<file path="config.mk">
export PLATFORM = sky130hd
export DESIGN_NAME = sram_window
export DESIGN_NICKNAME = d
export VERILOG_FILES = /design/src/rtl/sram_window_pkg.sv /design/src/rtl/swin_decode.sv /design/src/rtl/swin_ptr.sv /design/src/rtl/swin_rd_seq.sv /design/src/rtl/sram_window.sv
export SDC_FILE = /design/constraint.sdc
export NUM_CORES = 1
export LEC_CHECK = 0
export BUFFER_PORTS_ARGS = -buffer_cell sky130_fd_sc_hd__buf_4
export CAP_MARGIN = 10
export CORE_AREA = 2 2 95 97
export DETAILED_ROUTE_END_ITERATION = 8
export DIE_AREA = 0 0 97 99
export PLACE_DENSITY_LB_ADDON = 0.12
export SYNTH_ARGS = -nofsm -noshare
export SYNTH_HDL_FRONTEND = slang
export SYNTH_SLANG_ARGS = --single-unit
export TNS_END_PERCENT = 50
</file>
<file path="constraint.sdc">
create_clock -name clk -period 6.05 [get_ports clk]
set_clock_uncertainty 0.05 [all_clocks]
set_input_delay 0.605 -clock clk [delete_from_list [all_inputs] [get_ports clk]]
set_output_delay 0.605 -clock clk [all_outputs]
set_load 0.02 [all_outputs]
</file>
<file path="src/rtl/sram_window_pkg.sv">
package sram_window_pkg;

    localparam int WORD_W    = 32;
    localparam int WORD_STEP = 4;

    localparam logic [31:0] WIN_BASE    = 32'h0000_0400;
    localparam logic [31:0] OFS_RPTR    = 32'h0000_000C;
    localparam logic [31:0] OFS_WPTR    = 32'h0000_0010;
    localparam logic [31:0] OFS_WDATA   = 32'h0000_0018;
    localparam logic [31:0] OFS_RDATA   = 32'h0000_001C;

    typedef enum logic [2:0] {
        SEL_NONE,
        SEL_RPTR,
        SEL_WPTR,
        SEL_WDATA,
        SEL_RDATA
    } win_sel_e;

    typedef enum logic {
        RD_IDLE,
        RD_WAIT
    } rd_state_e;

    typedef struct packed {
        logic              load;
        logic              step;
        logic [WORD_W-1:0] val;
    } ptr_cmd_t;

    function automatic win_sel_e decode_sel(input logic [31:0] a);
        win_sel_e s;
        if (a == WIN_BASE + OFS_RPTR)       s = SEL_RPTR;
        else if (a == WIN_BASE + OFS_WPTR)  s = SEL_WPTR;
        else if (a == WIN_BASE + OFS_WDATA) s = SEL_WDATA;
        else if (a == WIN_BASE + OFS_RDATA) s = SEL_RDATA;
        else                                s = SEL_NONE;
        return s;
    endfunction

    function automatic logic [WORD_W-1:0] next_word(input logic [WORD_W-1:0] p);
        return p + WORD_W'(WORD_STEP);
    endfunction

endpackage

</file>
<file path="src/rtl/swin_decode.sv">
module swin_decode
    import sram_window_pkg::*;
#(
    parameter int HOST_AW = 12
) (
    input  logic [HOST_AW-1:0] addr,
    output win_sel_e           sel
);

    always_comb begin
        sel = decode_sel(32'(addr));
    end

endmodule

</file>
<file path="src/rtl/swin_ptr.sv">
module swin_ptr
    import sram_window_pkg::*;
(
    input  logic              clk,
    input  logic              rst,
    input  ptr_cmd_t          cmd,
    output logic [WORD_W-1:0] value
);

    always_ff @(posedge clk) begin
        if (rst) begin
            value <= '0;
        end else if (cmd.load) begin
            value <= cmd.val;
        end else if (cmd.step) begin
            value <= next_word(value);
        end
    end

    assert_reset_clear_R1: assert property (@(posedge clk) disable iff (rst)
        $past(rst) |-> value == '0);

    assert_load_full_R2: assert property (@(posedge clk) disable iff (rst)
        $past(cmd.load && !rst) |-> value == $past(cmd.val));

    assert_step_word_R3: assert property (@(posedge clk) disable iff (rst)
        $past(cmd.step && !cmd.load && !rst) |-> value == $past(value) + 32'd4);

    assert_wrap_R6: assert property (@(posedge clk) disable iff (rst)
        ($past(cmd.step && !cmd.load && !rst) && $past(value) == 32'hFFFF_FFFC)
        |-> value == 32'd0);

endmodule

</file>
<file path="src/rtl/swin_rd_seq.sv">
module swin_rd_seq
    import sram_window_pkg::*;
(
    input  logic clk,
    input  logic rst,
    input  logic req,
    output logic issue,
    output logic done
);

    rd_state_e state, state_nx;

    always_comb begin
        state_nx = state;
        issue    = 1'b0;
        done     = 1'b0;
        unique case (state)
            RD_IDLE: begin
                if (req) begin
                    issue    = 1'b1;
                    state_nx = RD_WAIT;
                end
            end
            RD_WAIT: begin
                done     = 1'b1;
                state_nx = RD_IDLE;
            end
            default: state_nx = RD_IDLE;
        endcase
    end

    always_ff @(posedge clk) begin
        if (rst) state <= RD_IDLE;
        else     state <= state_nx;
    end

    assert_issue_then_done_R4: assert property (@(posedge clk) disable iff (rst)
        issue |=> done);

    assert_single_completion_R4: assert property (@(posedge clk) disable iff (rst)
        done |=> !done);

endmodule

</file>
<file path="src/rtl/sram_window.sv">
module sram_window
    import sram_window_pkg::*;
#(
    parameter int HOST_AW = 12,
    parameter int MEM_AW  = 10
) (
    input  logic               clk,
    input  logic               rst,
    input  logic [HOST_AW-1:0] hst_addr,
    input  logic               hst_wr,
    input  logic [31:0]        hst_wdata,
    input  logic               hst_rd,
    output logic [31:0]        hst_rdata,
    output logic               hst_ready,
    output logic               mem_en,
    output logic               mem_we,
    output logic [MEM_AW-1:0]  mem_addr,
    output logic [31:0]        mem_wdata,
    input  logic [31:0]        mem_rdata
);

    localparam int IDX_LO  = 2;
    localparam int IDX_HI  = MEM_AW + IDX_LO - 1;
    localparam int N_PTR   = 2;
    localparam int P_READ  = 0;
    localparam int P_WRITE = 1;

    win_sel_e           sel;
    logic               wr_cyc;
    logic               rd_cyc;
    logic               rd_req;
    logic               rd_issue;
    logic               rd_done;
    logic               wr_issue;
    ptr_cmd_t           cmd [N_PTR];
    logic [WORD_W-1:0]  ptr [N_PTR];

    swin_decode #(.HOST_AW(HOST_AW)) u_dec (
        .addr (hst_addr),
        .sel  (sel)
    );

    assign wr_cyc = hst_wr;
    assign rd_cyc = hst_rd && !hst_wr;
    assign rd_req = rd_cyc && (sel == SEL_RDATA);

    swin_rd_seq u_rdseq (
        .clk   (clk),
        .rst   (rst),
        .req   (rd_req),
        .issue (rd_issue),
        .done  (rd_done)
    );

    assign wr_issue = wr_cyc && (sel == SEL_WDATA);

    always_comb begin
        cmd[P_READ].load  = wr_cyc && (sel == SEL_RPTR);
        cmd[P_READ].step  = rd_done;
        cmd[P_READ].val   = hst_wdata;
        cmd[P_WRITE].load = wr_cyc && (sel == SEL_WPTR);
        cmd[P_WRITE].step = wr_issue;
        cmd[P_WRITE].val  = hst_wdata;
    end

    for (genvar g = 0; g < N_PTR; g++) begin : g_ptr
        swin_ptr u_ptr (
            .clk   (clk),
            .rst   (rst),
            .cmd   (cmd[g]),
            .value (ptr[g])
        );
    end

    always_comb begin
        mem_en    = wr_issue || rd_issue;
        mem_we    = wr_issue;
        mem_wdata = hst_wdata;
        if (wr_issue) mem_addr = ptr[P_WRITE][IDX_HI:IDX_LO];
        else          mem_addr = ptr[P_READ][IDX_HI:IDX_LO];
    end

    always_comb begin
        hst_ready = !rd_issue;
        if (rd_done) begin
            hst_rdata = mem_rdata;
        end else begin
            unique case (sel)
                SEL_RPTR: hst_rdata = ptr[P_READ];
                SEL_WPTR: hst_rdata = ptr[P_WRITE];
                default:  hst_rdata = '0;
            endcase
        end
    end

    assert_mem_only_on_access_R8: assert property (@(posedge clk) disable iff (rst)
        mem_en |-> (hst_wr || hst_rd));

    assert_write_keeps_rptr_R5: assert property (@(posedge clk) disable iff (rst)
        wr_issue |=> $stable(ptr[P_READ]));

    assert_read_keeps_wptr_R5: assert property (@(posedge clk) disable iff (rst)
        rd_done |=> $stable(ptr[P_WRITE]));

    assert_hole_no_effect_R7: assert property (@(posedge clk) disable iff (rst)
        (hst_wr && sel == SEL_NONE) |=> ($stable(ptr[P_READ]) && $stable(ptr[P_WRITE])));

    assert_we_needs_host_write_R3: assert property (@(posedge clk) disable iff (rst)
        mem_we |-> (hst_wr && mem_en));

endmodule

</file>
# Word-level counts from Yosys, hierarchy flattened

Index checks and enable logic that the tools add are counted.

Bits in registers: 65
Input port bits: 80
Output and inout port bits: 77
Logic and storage cells: 39

Add/sub/neg operators: 2
Equality and inequality tests: 8
Multiplexer cells: 15
Bitwise operators: 1
Reductions and logical operators: 10

Operators with widths:

| kind                                                                    | number |
|---|---|
| 32-bit two-way mux                                                      | 5 |
| 32-bit by 3-bit adder with 32-bit output, second input constant         | 2 |
| 32-bit case mux with 2 select lines                                     | 1 |
| 12-bit by 11-bit equality test with 1-bit output, second input constant | 4 |
| 3-bit two-way mux                                                       | 4 |
| 10-bit two-way mux                                                      | 1 |
| 3-bit by 2-bit equality test with 1-bit output, second input constant   | 2 |
| 1-bit logical AND                                                       | 5 |
| 2-bit nonzero test                                                      | 2 |
| 3-bit by 1-bit equality test with 1-bit output, second input constant   | 1 |
| 3-bit equality test, second input constant                              | 1 |
| 1-bit two-way mux                                                       | 3 |
| 1-bit zero test                                                         | 2 |
| 1-bit case mux with 2 select lines                                      | 1 |
| 1-bit logical OR                                                        | 1 |
| 1-bit inverter                                                          | 1 |

# Depth between registers and ports, before layout

Word-level depth: 10
Gate-level depth with buffers: 8
Gate-level depth less buffers: 6

# Modules after synthesis

A second synthesis with hierarchy kept.

Cell total of the unflattened synthesis: 673
Area, all modules: 5,235.0 µm²

Modules (own cells, without submodules):

| module      | instances | cells an instance | area each (µm²) | seq. area each (µm²) |
|---|---|---|---|---|
| swin_ptr    | 2         | 234               | 1,893.1         | 640.6 |
| sram_window | 1         | 193               | 1,341.3         | 0.0 |
| swin_decode | 1         | 9                 | 68.8            | 0.0 |
| swin_rd_seq | 1         | 3                 | 38.8            | 20.0 |

# Least setup slack after synthesis

Ideal clock, no wire load.

Kind: input -> output
From: input hst_addr[1]
To: output hst_rdata[1]
Arrival: 2.238 ns
Data required time: 5.395 ns
Path slack: 3.157 ns
Stages: 6
Path buffers: 1
Cell sequence: nor4b_2 -> nand2_1 -> nor4b_1 -> clkbuf_1 -> a222oi_1 -> inv_1

Word-level cells in the longest chain between the ends: 8
Elaborated cells on any way between the ends: 12
Those cells by class: eq/ne (6); mux (6)

RTL lines:

| item                                                                                                             | RTL line              | source |
|---|---|---|
| from (decl)                                                                                                      | sram_window.sv:9      | `input logic [HOST_AW-1:0] hst_addr,` |
| 12-bit by 11-bit equality test with 1-bit output                                                                 | sram_window_pkg.sv:36 | `else if (a == WIN_BASE + OFS_RDATA) s = SEL_RDATA;` |
| 3-bit two-way mux                                                                                                | sram_window_pkg.sv:36 |  |
| 3-bit two-way mux                                                                                                | sram_window_pkg.sv:35 | `else if (a == WIN_BASE + OFS_WDATA) s = SEL_WDATA;` |
| 3-bit two-way mux                                                                                                | sram_window_pkg.sv:34 | `else if (a == WIN_BASE + OFS_WPTR) s = SEL_WPTR;` |
| 3-bit two-way mux (*)                                                                                            | sram_window_pkg.sv:33 | `if (a == WIN_BASE + OFS_RPTR) s = SEL_RPTR;` |
| 3-bit by 2-bit equality test with 1-bit output or 3-bit by 1-bit equality test with 1-bit output (tied branches) | sram_window.sv:88     | `unique case (sel)` |
| 32-bit case mux with 2 select lines (*)                                                                          | sram_window.sv:88     |  |
| 32-bit two-way mux (*)                                                                                           | sram_window.sv:85     | `if (rd_done) begin` |
| to (decl)                                                                                                        | sram_window.sv:13     | `output logic [31:0] hst_rdata,` |

Every way passes the cells marked *; elsewhere a longest branch is shown, timed or not.

# Worst setup path in the final report

From: input hst_addr[1]
To: output mem_addr[5]

Word-level cells in the longest chain between the ends: 8
Elaborated cells on any way between the ends: 11
Those cells by class: eq/ne (5); mux (5); reduce/logical (1)

RTL lines:

| item                                               | RTL line              | source |
|---|---|---|
| 12-bit by 11-bit equality test with 1-bit output   | sram_window_pkg.sv:36 |  |
| 3-bit two-way mux                                  | sram_window_pkg.sv:36 |  |
| 3-bit two-way mux                                  | sram_window_pkg.sv:35 |  |
| 3-bit two-way mux                                  | sram_window_pkg.sv:34 |  |
| 3-bit two-way mux (*)                              | sram_window_pkg.sv:33 |  |
| 3-bit by 2-bit equality test with 1-bit output (*) | sram_window.sv:55     | `assign wr_issue = wr_cyc && (sel == SEL_WDATA);` |
| 1-bit logical AND (*)                              | sram_window.sv:55     |  |
| 10-bit two-way mux (*)                             | sram_window.sv:79     | `if (wr_issue) mem_addr = ptr[P_WRITE][IDX_HI:IDX_LO];` |
| to (decl)                                          | sram_window.sv:17     | `output logic [MEM_AW-1:0] mem_addr,` |

Marked as above.

==> results.cfg <==
[run_status]
outcome = finished with violations
failed_checks = design-rule violations

[critical_path]
r2r_end = g_ptr[0].u_ptr.value[31]
path_class = primary input to primary output
path_max_fanout = 26
setup.worst_path.end_class = primary output
worstSetupStartpointType = primary input
rr_worst_depth = 6
r2r_slack_ns = 3.17
cp.required_ns = 5.39
crit_arrival_ns = 3.29
r2r-start = u_rdseq.state

[detailed_routing]
drt_iter0_drc = 419
routedWlPerCell_um = 17.5
drt_first_pass_iters = 9
vias_per_cell = 6.18
vias = 5002
route.detailed.drc = 1
ant_nets = 0
wl_um = 14200

[timing]
fmax_ghz = 0.253
rsz0062_at_grt = false
setup_violations = 0
setup_tns_ns = 0
final-hold-violation-count = 0
tightest_slew_ns = 1.16
report.final.slew_viol_count = 0
fin_crit_ns = 3.95
final.period_utilization = 0.653
whs_ns = 0.414
maxSlewHeadroom = 0.221

[finish]
final.fill_count = 752
drive_gt1_frac = 0.275
diodes = 0
area_growth_pct = 24.3
nNetsFinal = 778

[clocking]
ctsResizeCount = 0
cts.sinks = 65
clock_latency_ns = 0.34
cts_buffer_depth = 2
numCtsBuffers = 9
hold_buffers = 0
cts_setup_buffers = 0
clockRootBuffer = clkbuf_8
clk_pin_slew_ns = 0.07
cts_tree = done
cts.htree.levels = 3

[global_routing]
antenna_found_initial = 0
grt_pass1_wl_um = 22400
grt-ovfl-total = 0
grt_max_degree = 66
grt_pass1_vias = 4612
grt_util_all_layers = 0.281

[power]
peakVddDrop_v = 0.0000996
p_leak_nw = 2.42
powerDensity_nw_per_um2 = 159

[yosys]
synth_area_per_cell_um2 = 7.59
synth_nets = 686
synth-seq-area-share = 0.284
synth_edf_count = 0
yosys_warnings = 0
ys_ff_latch = 65
synth_cell_types = 54
syn_area_um2 = 4580
ys.flop_type = dfxtp_1
synthArstFlopShare = 0
syn_inst = 604

[placed_design]
portBuffers = 156
hpwl_um = 9630
gp_congestion = 0.830

[die]
rows = 34
dieArea_um2 = 9600
die_w_um = 97
core_area_um2 = 8550
start_util = 0.536
num_io_pins = 157
die_h_um = 99

[worst_hold_path]
worstHoldPathCells = 2
min_from = g_ptr[1].u_ptr.value[1]
hold_path.class = flip-flop to flip-flop
hold_end = g_ptr[1].u_ptr.value[1]

[run]
cap_violations = 0
## flip-flops by register name (all words and copies together) (netlist names)
| name | flops |
|---|---|
| g_ptr.u_ptr.value | 64 |
| u_rdseq.state | 1 |
## worst max-delay path, cell delays in order
cell and delay (ns):
buf_4 0.11, nor4b_2 0.40, and4_1 0.90, nand2_1 0.65, mux2_2 0.46, buf_4 0.16
## cells in the mapped netlist, drive strengths merged, types with 6 or more instances
cell,number,area share
nor2b,6,0.0082
a211oi,39,0.064
nor2,56,0.046
inv,39,0.032
xor2,19,0.036
o21ai,24,0.026
and3,10,0.014
a222oi,32,0.070
buf,40,0.062
mux2,10,0.025
xnor2,10,0.019
clkbuf,39,0.032
mux2i,8,0.017
nor3,14,0.015
a21oi,31,0.034
and4,7,0.013
nor4,14,0.022
nand4,21,0.029
nand3,20,0.023
dfxtp,65,0.28
nand2,47,0.038
## worst max path at each step
stage                              end         from  cells after the start
after floorplan           hst_rdata[1]  hst_addr[1]                      6
final                      mem_addr[5]  hst_addr[1]                      6
after global placement     mem_addr[9]  hst_addr[1]                      6
after detailed placement   mem_addr[5]  hst_addr[1]                      6
after CTS                  mem_addr[5]  hst_addr[1]                      6
after global routing       mem_addr[5]  hst_addr[1]                      6
## through the flow
step / setup slack [ns] / cell area (um2) / instances / total power [W] / utilization
after global placement: 2.21 / 5510 / 793 / 0.000545 / 0.644
final: 2.10 / 5700 / 809 / 0.000903 / 0.666
after detailed placement: 2.12 / 5510 / 793 / 0.000547 / 0.644
after floorplan: 3.16 / 4580 / 604 / 0.000493 / -
after CTS: 2.14 / 5700 / 809 / 0.000907 / 0.666
after global routing: 1.92 / 5700 / 809 / 0.000934 / 0.666
## final cells by class
type	count	area (um2)	area share
Clock buffer	13	149	0.0261
Clock inverter	3	40.0	0.00703
Inverter	39	146	0.0257
Multi-Input combinational cell	421	2720	0.478
Sequential cell	65	1300	0.228
Tap cell	108	135	0.0237
Timing Repair Buffer	160	1200	0.211
## cells by family after synthesis
logic type	after synthesis	synth area share
xor gates and xnor gates	29	0.0554
and+or+nand+nor	219	0.249
buffers and inverters	118	0.126
AOI/OAI and AO/OA	153	0.238
muxes	18	0.0420
DFF	65	0.284
adders and majority gates	2	0.00546
## cell usage in the layout, fill, tap and decap left out, types with 3 or more instances in the layout
| cell | Yosys | final |
|---|---|---|
| a31oi_1 | 5 | 5 |
| a222oi_1 | 32 | 32 |
| nor3_1 | 14 | 14 |
| xnor2_1 | 10 | 10 |
| o21ai_0 | 24 | 24 |
| a21oi_1 | 31 | 31 |
| nor2_1 | 56 | 56 |
| dfxtp_1 | 65 | 65 |
| mux2_2 | 10 | 10 |
| a22oi_1 | 3 | 3 |
| nand2_1 | 47 | 47 |
| and3_1 | 10 | 10 |
| a211oi_1 | 39 | 39 |
| and2_1 | 3 | 3 |
| o22ai_1 | 5 | 5 |
| nand3_1 | 19 | 19 |
| o31ai_1 | 3 | 3 |
| buf_4 | 32 | 160 |
| clkbuf_8 | 0 | 10 |
| nand4_1 | 21 | 21 |
| inv_1 | 39 | 39 |
| nor4_2 | 2 | 3 |
| nand2b_1 | 4 | 4 |
| nor2b_1 | 6 | 6 |
| or3_1 | 4 | 3 |
| and4_1 | 7 | 7 |
| xor2_1 | 19 | 19 |
| mux2i_1 | 8 | 8 |
| nor4_1 | 12 | 11 |
| clkbuf_1 | 38 | 3 |
## where the power goes
part	internal [W]	switching, W	leakage, nW	total (W)
clock	0.000201	0.000164	0.0974	0.000365
combinational	0.0000537	0.0000565	1.80	0.000110
sequential	0.000428	0.000000114	0.523	0.000428
total	0.000682	0.000221	2.42	0.000903
## layer usage
metal / wire length, um / vias to the layer above / GRT usage
met5: 0 / - / 0
met4: 321 / 0 / 0.114
met3: 1040 / 29 / 0.0440
met2: 7190 / 220 / 0.493
met1: 5640 / 2354 / 0.346
li1: - / 2399 / -
(Power assumes the default switching activity.)
